===== config.mk =====
export PLATFORM = sky130hd
export DESIGN_NAME = tmr_wdt_unit
export DESIGN_NICKNAME = d
export VERILOG_FILES = /design/src/rtl/tmr_pkg.sv /design/src/rtl/tmr_pin_edge.sv /design/src/rtl/tmr_prescaler.sv /design/src/rtl/tmr_watchdog.sv /design/src/rtl/tmr_wdt_unit.sv
export SDC_FILE = /design/constraint.sdc
export NUM_CORES = 1
export LEC_CHECK = 0
export ABC_AREA = 1
export BUFFER_PORTS_ARGS = -buffer_cell sky130_fd_sc_hd__buf_2
export CORE_AREA = 5 5 66 68
export CTS_CLUSTER_SIZE = 8
export DETAILED_ROUTE_END_ITERATION = 8
export DIE_AREA = 0 0 71 73
export PLACE_DENSITY = 0.8
export SLEW_MARGIN = 25
export SYNTH_ARGS = -nofsm -noshare
export SYNTH_HDL_FRONTEND = slang
export SYNTH_HIERARCHICAL = 1
export SYNTH_SLANG_ARGS = --single-unit

===== constraint.sdc =====
create_clock -name clk -period 3.5 [get_ports clk]
set_input_delay 0.7 -clock clk [delete_from_list [all_inputs] [get_ports clk]]
set_output_delay 0.7 -clock clk [all_outputs]
set_load 0.02 [all_outputs]

===== src/rtl/tmr_pkg.sv =====
// Shared types for the timer/watchdog unit.
// Assumes a 3-bit ratio code; the divider width follows from it.
package tmr_pkg;
    localparam int TMR_RATIO_W = 3;
    localparam int TMR_MODE_W  = TMR_RATIO_W + 3;

    typedef struct packed {
        logic                   src_pin;    // bit 5: 1 = external pin
        logic                   fall_edge;  // bit 4: 1 = falling edge counts
        logic                   ps_to_wdt;  // bit 3: 1 = divider serves watchdog
        logic [TMR_RATIO_W-1:0] ratio;      // bits 2:0
    } tmr_mode_t;

    localparam tmr_mode_t TMR_MODE_RST = '{src_pin: 1'b1, fall_edge: 1'b1,
                                           ps_to_wdt: 1'b1, ratio: '1};
endpackage


===== src/rtl/tmr_pin_edge.sv =====
// Pin synchronizer and edge detector.
// Two flops bring the asynchronous pin into the clk domain. A third flop
// holds the previous value. evt_o is high for one cycle per selected edge.
module tmr_pin_edge (
    input  logic clk,
    input  logic rst_n,
    input  logic pin_i,
    input  logic fall_sel_i,
    output logic evt_o
);
    logic s1_q, s2_q, prev_q;

    // Synchronize the pin and keep its previous value.
    always_ff @(posedge clk) begin
        if (!rst_n) begin
            s1_q   <= 1'b0;
            s2_q   <= 1'b0;
            prev_q <= 1'b0;
        end else begin
            s1_q   <= pin_i;
            s2_q   <= s1_q;
            prev_q <= s2_q;
        end
    end

    // Select the rising or the falling transition.
    always_comb begin
        if (fall_sel_i) evt_o = prev_q & ~s2_q;
        else            evt_o = s2_q & ~prev_q;
    end
endmodule


===== src/rtl/tmr_prescaler.sv =====
// Shared power-of-two divider.
// The divider shift is ratio_i, plus one when the divider serves the
// counter. tick_o fires on every 2^shift-th input tick after a clear.
// Assumes PS_W = 2**RATIO_W, so the largest shift fits the divider.
module tmr_prescaler #(
    parameter int RATIO_W = 3,
    parameter int PS_W    = 2 ** RATIO_W
) (
    input  logic               clk,
    input  logic               rst_n,
    input  logic               tick_i,
    input  logic               clr_i,
    input  logic               for_cnt_i,
    input  logic [RATIO_W-1:0] ratio_i,
    output logic               tick_o
);
    localparam int SHW = RATIO_W + 1;

    logic [PS_W-1:0] ps_q;
    logic [PS_W-1:0] mask;
    logic [SHW-1:0]  shift;

    assign shift = {1'b0, ratio_i} + {{RATIO_W{1'b0}}, for_cnt_i};

    // Build the low-bit mask one bit per divider stage.
    for (genvar i = 0; i < PS_W; i++) begin : g_mask
        assign mask[i] = (shift > SHW'(i));
    end

    assign tick_o = tick_i && ((ps_q & mask) == mask);

    // Free-running divider with a synchronous clear.
    always_ff @(posedge clk) begin
        if (!rst_n || clr_i) ps_q <= '0;
        else if (tick_i)     ps_q <= ps_q + 1'b1;
    end

    a_r11_clear_zero: assert property (@(posedge clk) disable iff (!rst_n)
        clr_i |=> (ps_q == '0));
endmodule


===== src/rtl/tmr_watchdog.sv =====
// Watchdog counter.
// The count advances on inc_i and expires on wrap. Expiry gives a
// one-cycle reset pulse and sets a sticky flag. Assumes en_i is static
// between resets.
module tmr_watchdog #(
    parameter int WDT_W = 8
) (
    input  logic clk,
    input  logic rst_n,
    input  logic en_i,
    input  logic inc_i,
    input  logic clr_i,
    output logic rst_o,
    output logic flag_o
);
    logic [WDT_W-1:0] cnt_q;
    logic             expire;

    assign expire = en_i && inc_i && !clr_i && (&cnt_q);

    // Count base events; clear on strobe or while disabled.
    always_ff @(posedge clk) begin
        if (!rst_n || !en_i || clr_i) cnt_q <= '0;
        else if (inc_i)               cnt_q <= cnt_q + 1'b1;
    end

    // Register the expiry pulse and hold the sticky flag.
    always_ff @(posedge clk) begin
        if (!rst_n) begin
            rst_o  <= 1'b0;
            flag_o <= 1'b0;
        end else begin
            rst_o  <= expire;
            flag_o <= flag_o | expire;
        end
    end

    a_r8_pulse_single: assert property (@(posedge clk) disable iff (!rst_n)
        rst_o |=> !rst_o);
    a_r8_flag_sticky: assert property (@(posedge clk) disable iff (!rst_n)
        flag_o |=> flag_o);
    a_r13_disabled_quiet: assert property (@(posedge clk) disable iff (!rst_n)
        !en_i |=> !rst_o);
endmodule


===== src/rtl/tmr_wdt_unit.sv =====
// Timer with shared watchdog prescaler (top level).
// Holds the mode register and the counter, and routes the one divider
// to the counter or the watchdog. Assumes cyc_en and wdt_tick are
// clk-domain pulses and ext_pin may be asynchronous.
module tmr_wdt_unit
    import tmr_pkg::*;
#(
    parameter int CNT_W = 8,
    parameter int WDT_W = 8
) (
    input  logic                  clk,
    input  logic                  rst_n,
    input  logic                  cyc_en,
    input  logic                  ext_pin,
    input  logic                  wdt_tick,
    input  logic                  wdt_clr,
    input  logic                  wdt_on,
    input  logic                  mode_we,
    input  logic [TMR_MODE_W-1:0] mode_wdata,
    input  logic                  cnt_we,
    input  logic [CNT_W-1:0]      cnt_wdata,
    output logic [CNT_W-1:0]      cnt_val,
    output logic                  cnt_ovf,
    output logic                  wdt_rst,
    output logic                  wdt_flag
);
    localparam int PS_W = 2 ** TMR_RATIO_W;

    tmr_mode_t        mode_q, mode_new;
    logic [CNT_W-1:0] cnt_q;
    logic             ovf_q;
    logic             pin_evt, src_evt, ps_in, ps_out, ps_clr;
    logic             cnt_inc, wdt_inc;

    assign mode_new = tmr_mode_t'(mode_wdata);

    // Mode register.
    always_ff @(posedge clk) begin
        if (!rst_n)       mode_q <= TMR_MODE_RST;
        else if (mode_we) mode_q <= mode_new;
    end

    tmr_pin_edge u_edge (
        .clk        (clk),
        .rst_n      (rst_n),
        .pin_i      (ext_pin),
        .fall_sel_i (mode_q.fall_edge),
        .evt_o      (pin_evt)
    );

    // Pick the counter source and route the divider.
    always_comb begin
        src_evt = mode_q.src_pin ? pin_evt : cyc_en;
        if (mode_q.ps_to_wdt) begin
            ps_in   = wdt_tick;
            wdt_inc = ps_out;
            cnt_inc = src_evt;
        end else begin
            ps_in   = src_evt;
            cnt_inc = ps_out;
            wdt_inc = wdt_tick;
        end
        ps_clr = (cnt_we && !mode_q.ps_to_wdt)
              || (wdt_clr && mode_q.ps_to_wdt)
              || (mode_we && (mode_new.ps_to_wdt != mode_q.ps_to_wdt));
    end

    tmr_prescaler #(.RATIO_W(TMR_RATIO_W), .PS_W(PS_W)) u_ps (
        .clk       (clk),
        .rst_n     (rst_n),
        .tick_i    (ps_in),
        .clr_i     (ps_clr),
        .for_cnt_i (!mode_q.ps_to_wdt),
        .ratio_i   (mode_q.ratio),
        .tick_o    (ps_out)
    );

    // Counter with write priority and the wrap strobe.
    always_ff @(posedge clk) begin
        if (!rst_n) begin
            cnt_q <= '0;
            ovf_q <= 1'b0;
        end else begin
            ovf_q <= cnt_inc && !cnt_we && (&cnt_q);
            if (cnt_we)       cnt_q <= cnt_wdata;
            else if (cnt_inc) cnt_q <= cnt_q + 1'b1;
        end
    end

    tmr_watchdog #(.WDT_W(WDT_W)) u_wdt (
        .clk    (clk),
        .rst_n  (rst_n),
        .en_i   (wdt_on),
        .inc_i  (wdt_inc),
        .clr_i  (wdt_clr),
        .rst_o  (wdt_rst),
        .flag_o (wdt_flag)
    );

    assign cnt_val = cnt_q;
    assign cnt_ovf = ovf_q;

    a_r4_ovf_at_zero: assert property (@(posedge clk) disable iff (!rst_n)
        cnt_ovf |-> (cnt_q == '0));
    a_r4_ovf_single: assert property (@(posedge clk) disable iff (!rst_n)
        cnt_ovf |=> !cnt_ovf);
    a_r3_step_bound: assert property (@(posedge clk) disable iff (!rst_n)
        !cnt_we |=> (cnt_q == $past(cnt_q) || cnt_q == CNT_W'($past(cnt_q) + 1'b1)));
endmodule


==> metrics.cfg, run 1 <==
[logic_synthesis]
synth_area_um2=1960
ys_seq_area_frac=0.368
syn_avg_cell_area_um2=6.54
synth_seq_cells=36
synth_edf_count=0
syn-instance-count=300
synth_nets=328
synth_cell_type_count=30
async_reset_ff_frac=0
ys.flop_type=dfxtp_1
synth_warnings=6

[die]
chipHeight_um=73
coreArea_um2=3800
dieWidth_um=71
die_area_um2=5180
start_util=0.516
num_io_pins=34
fp-row-count=23

[clock_network]
clock_sinks=36
cts_tree=built
cts_resized=0
h-tree-depth=2
ctsHoldBuffers=0
cts_made_buffers=5
post_cts_buffers=0
clkLatencyLatePin_ns=0.29
clockBufferDepth=2
root_buffer=clkbuf_8
clk_pin_slew_ns=0.08

[sta]
timing.hold.ws_ns=0.414
finalSetupTns_ns=0
hold_viol=0
worstMarginPinSlew_ns=0.549
setup_violations=0
rsz0062_at_grt=no
fmax_mhz=400
max_slew_margin=0.632
finClkSkew_ns=0.00623
fin_crit_sh=0.714
setup_ws_ns=1.00
drv_slew=0
period_needed_ns=2.50

[routing]
drc_errors=0
vias=1932
postRouteWirelength_um=4180
wire_per_inst_um=10.8
firstDrtPassIters=4
ant_nets=0
viasPerCell=4.98
drt_iter0_markers=74

[placed_design]
dp_hpwl_um=3210
place.port_buffers=33
placed_area_um2=2170
gp_congestion=0.865
preCtsSetupSlack_ns=0.794

[critical_path]
critical_path.startpoint_type=flip-flop
end_kind=flip-flop
crit_arrival_ns=2.73
cp.required_ns=3.73
crit_fanout=10
crit_type=reg2reg

[run_status]
status=completed

[pwr]
power_density_nw_per_um2=377
cellLeakagePower_nw=1.08
power.total_uw=853
peakVddDrop_mv=0.313

[final_layout]
multiInputGateArea_um2=1050
fin_nets=365
seqCellArea_um2=721
fillers=378
final_common_cell=nand2_1
antenna_cells=0
syn2layout_area_growth_pct=15.3
final_cell_mix=94 x nand2_1, 37 x inv_1, 36 x dfxtp_1
drive_above_1_share=0.204
fin_area_um2=2260

[grt]
grt_pass1_vias=1754
grt_pass1_wl_um=7370
antenna_found_initial=0
grt_max_degree=16
gr-total-overflow=0
grt_usage=0.177

[flow_run]
cap_violations=0

[min_path]
hp-class=reg2reg

-- cells in the mapped netlist, types with 2 or more instances --
library cell	count	share of area
nand3_1	25	0.064
ha_1	5	0.032
nand3_2	3	0.015
a21oi_1	14	0.036
nor2_1	32	0.061
inv_2	4	0.0077
o21bai_1	2	0.0077
o21ai_0	9	0.023
nor2_2	4	0.013
nor2_4	2	0.011
nand4_1	2	0.0064
nand2_2	7	0.022
buf_2	3	0.0077
nor3_1	6	0.015
a31oi_1	2	0.0064
a21oi_2	2	0.0089
inv_1	37	0.071
nand2_1	94	0.18
dfxtp_1	36	0.37
-- critical path, stage by stage (launching register included) --
cell and delay, ns:
dfxtp_1 0.37, inv_2 0.10, ha_1 0.22, ha_1 0.33
nor2_1 0.15, inv_1 0.05, nand2_1 0.06, nand2_1 0.05
nand2_1 0.06, nand2_1 0.05, nor2_1 0.12, inv_1 0.08
o21ai_0 0.15, buf_4 0.17, nand2_2 0.07, nor2_4 0.15
nand3_2 0.08, nand2_1 0.06, inv_1 0.04, nor2_1 0.08
-- logic make-up after synthesis --
logic type               Yosys count  synth area share
AND/OR/NAND/NOR                  178             0.403
buffers and inverters             47            0.0944
flip-flops                        36             0.368
AO/OA/AOI/OAI                     32            0.0925
adder cells (fa/ha/maj)            5            0.0319
XOR/XNOR                           1           0.00447
multiplexers                       1           0.00574
-- routing by layer --
metal	vias to the layer above	track usage	wire length (µm)
met3	6	0.0413	230
met1	866	0.210	1790
met2	38	0.302	2070
li1	1022	-	-
met5	-	0	0
met4	0	0.0835	87
-- sequential cells by signal, indices dropped and copies added (netlist names) --
register / count
u_edge/s1_q: 1
u_wdt/cnt_q: 8
mode_q: 6
u_ps/ps_q: 8
cnt_ovf: 1
u_edge/s2_q: 1
u_wdt/rst_o: 1
cnt_val: 8
u_wdt/flag_o: 1
u_edge/prev_q: 1
-- power by group --
part	internal [mW]	switching (mW)	total (mW)
logic	0.0455	0.0763	0.122
registers	0.423	0.0165	0.440
clock network	0.139	0.153	0.291
-- worst paths after layout --
kind | to | cells past startpoint | slack (ns) | start
hold / removal | u_edge/s2_q | 2 | 0.41 | u_edge/s1_q
setup / recovery | u_wdt/cnt_q[7] | 19 | 1.00 | mode_q[3]
setup reg to reg | u_wdt/cnt_q[7] | 19 | 1.00 | mode_q[3]
hold reg to reg | u_edge/s2_q | 2 | 0.41 | u_edge/s1_q
-- area by class of cell --
| class | count | share of cell area |
|---|---|---|
| Inverter | 43 | 0.0719 |
| Tap cell | 50 | 0.0277 |
| Clock buffer | 5 | 0.0304 |
| Timing Repair Buffer | 34 | 0.0764 |
| Clock inverter | 3 | 0.00830 |
| Sequential cell | 36 | 0.319 |
| Multi-Input combinational cell | 217 | 0.467 |
-- per-stage QoR --
stage          utilization  cells
6_report             0.595    388
3_3_place_gp         0.572    380
3_5_place_dp         0.572    380
2_1_floorplan            -    300
5_1_grt              0.595    388
4_1_cts              0.595    388
No activity file was read; power rests on OpenSTA's default activity.
==> run 2: changes to the inputs <==
--- a/config.mk
+++ b/config.mk
@@ -7,11 +7,11 @@
 export LEC_CHECK = 0
 export ABC_AREA = 1
 export BUFFER_PORTS_ARGS = -buffer_cell sky130_fd_sc_hd__buf_2
-export CORE_AREA = 5 5 66 68
+export CORE_AREA = 5 5 69 71
 export CTS_CLUSTER_SIZE = 8
 export DETAILED_ROUTE_END_ITERATION = 8
-export DIE_AREA = 0 0 71 73
-export PLACE_DENSITY = 0.8
+export DIE_AREA = 0 0 74 76
+export PLACE_DENSITY = 0.77
 export SLEW_MARGIN = 25
 export SYNTH_ARGS = -nofsm -noshare
 export SYNTH_HDL_FRONTEND = slang
==> constraint.sdc (replaced) <==
create_clock -name clk -period 2.2 [get_ports clk]
set_input_delay 0.44 -clock clk [delete_from_list [all_inputs] [get_ports clk]]
set_output_delay 0.44 -clock clk [all_outputs]
set_load 0.02 [all_outputs]
==> metrics.cfg, run 2 (synthesis gave the netlist of run 1 again) <==
[grt]
grt_max_degree=13  ; was 16
antenna_found_initial=0  ; unchanged
grt_pass1_wl_um=7400  ; was 7370 µm
grt_pass1_vias=1774  ; was 1754
gr-total-overflow=0  ; unchanged
grt_usage=0.164  ; was 0.177

[die]
start_util=0.470  ; was 0.516
fp-row-count=24  ; was 23
chipHeight_um=76  ; was 73 µm
die_area_um2=5620  ; was 5180 µm²
num_io_pins=34  ; unchanged
dieWidth_um=74  ; was 71 µm
coreArea_um2=4170  ; was 3800 µm²

[sta]
max_slew_margin=0.724  ; was 0.632
timing.hold.ws_ns=0.322  ; was 0.414 ns
worstMarginPinSlew_ns=0.412  ; was 0.549 ns
period_needed_ns=2.18  ; was 2.50 ns
finClkSkew_ns=0.00692  ; was 0.00623 ns
setup_ws_ns=0.0170  ; was 1.00 ns
fmax_mhz=458  ; was 400 MHz
drv_slew=0  ; unchanged
fin_crit_sh=0.992  ; was 0.714
rsz0062_at_grt=yes  ; was no
setup_violations=0  ; unchanged
hold_viol=0  ; unchanged

[final_layout]
stdcell_count=399  ; was 388
final_common_cell=nand2_1  ; unchanged
drive_above_1_share=0.282  ; was 0.204
syn2layout_area_growth_pct=28.7  ; was 15.3%
fin_nets=374  ; was 365
final_cell_mix=92 x nand2_1, 35 x inv_1, 35 x dfxtp_1  ; was 94 x nand2_1, 37 x inv_1, 36 x dfxtp_1
fin_util=0.605  ; was 0.595
antenna_cells=0  ; unchanged

[clock_network]
cts_made_buffers=5  ; unchanged
cts_tree=built  ; unchanged
clkLatencyLatePin_ns=0.29  ; about the same
root_buffer=clkbuf_8  ; unchanged
clk_pin_slew_ns=0.08  ; about the same
clock_sinks=36  ; unchanged
ctsHoldBuffers=0  ; unchanged
h-tree-depth=2  ; unchanged
clockBufferDepth=2  ; unchanged

[pwr]
power_density_nw_per_um2=698  ; was 377 nW/µm²
cellLeakagePower_nw=1.17  ; was 1.08 nW
peakVddDrop_mv=0.332  ; was 0.313 mV
power.total_mw=1.76  ; was 853 µW

[placed_design]
preCtsSetupSlack_ns=-0.0156  ; was 0.794 ns
place_inst=387  ; was 380
place.port_buffers=33  ; unchanged
gp_congestion=0.861  ; was 0.865
dp_hpwl_um=3200  ; was 3210 µm

[routing]
drc_errors=0  ; unchanged
firstDrtPassIters=5  ; was 4
vias=1951  ; was 1932
wire_per_inst_um=11.0  ; was 10.8 µm
drt_iter0_markers=57  ; was 74
ant_nets=0  ; unchanged
viasPerCell=4.89  ; was 4.98
postRouteWirelength_um=4390  ; was 4180 µm

[critical_path]
crit_fanout=4  ; was 10
critical_path.startpoint_type=flip-flop  ; unchanged
end_kind=flip-flop  ; unchanged
crit_type=reg2reg  ; unchanged
cp.required_ns=2.43  ; was 3.73 ns
crit_arrival_ns=2.42  ; was 2.73 ns

[run_status]
status=completed  ; unchanged

[min_path]
hp-class=in2reg  ; was reg2reg

[flow_run]
cap_violations=0  ; unchanged

-- run 2: timing repair --
action / in CTS / in global routing
endpoints found under the setup margin: 5 / 17
pin swaps: 2 / 15
buffers inserted: 1 / 3
resized for setup: 3 / 23
-- run 2: report_power, final --
part | switching (mW) | internal [mW] | leakage, nW
Combinational | 0.145 | 0.100 | 0.803
Clock | 0.247 | 0.567 | 0.0784
Sequential | 0.0277 | 0.674 | 0.294
Total | 0.420 | 1.34 | 1.17
-- run 2: critical path, stage by stage (launching register included) --
cell and delay (ns):
dfxtp_2 0.34, inv_2 0.05, ha_4 0.16, ha_4 0.26, nand2_4 0.07, nor2_2 0.03, nor2_1 0.10, nand2_1 0.07
nand2_1 0.06, nand2_1 0.05, nor2_2 0.13, inv_2 0.07, o21ai_4 0.20, buf_4 0.14, buf_4 0.09, buf_4 0.10
o21ai_0 0.07, a21oi_1 0.12
-- run 2: worst paths after layout --
| kind | start | slack, ns | depth (start not counted) | to |
|---|---|---|---|---|
| setup / recovery | mode_q[3] | 0.02 | 17 | u_wdt/cnt_q[0] |
| hold / removal | ext_pin | 0.32 | 3 | u_edge/s1_q |
| hold reg to reg | u_edge/s1_q | 0.42 | 2 | u_edge/s2_q |
| setup reg to reg | mode_q[3] | 0.02 | 17 | u_wdt/cnt_q[0] |
-- run 2: cell type report --
cell class,count,area (µm²)
multi-input cells,217,1170
inverters,43,164
clock inverters,3,90.1
fillers,373,1650
flip-flops and latches,36,722
repair buffers,43,240
clock buffers,5,68.8
well taps,52,65.1
-- run 2: metrics by stage --
step           instance area [µm²]  setup TNS (ns)
6_report                      2520               0
5_1_grt                       2520           -1.28
4_1_cts                       2410               0
3_5_place_dp                  2240         -0.0361
3_3_place_gp                  2240               0
2_1_floorplan                 1980               0
-- run 2: routing by layer --
metal | share of wire | vias up | wire length, µm | global-route usage
li1 | - | 1032 | - | -
met1 | 0.44 | 873 | 1940 | 0.192
met2 | 0.48 | 38 | 2110 | 0.282
met3 | 0.059 | 8 | 259 | 0.0356
met4 | 0.017 | 0 | 75 | 0.0652
met5 | 0 | - | 0 | 0
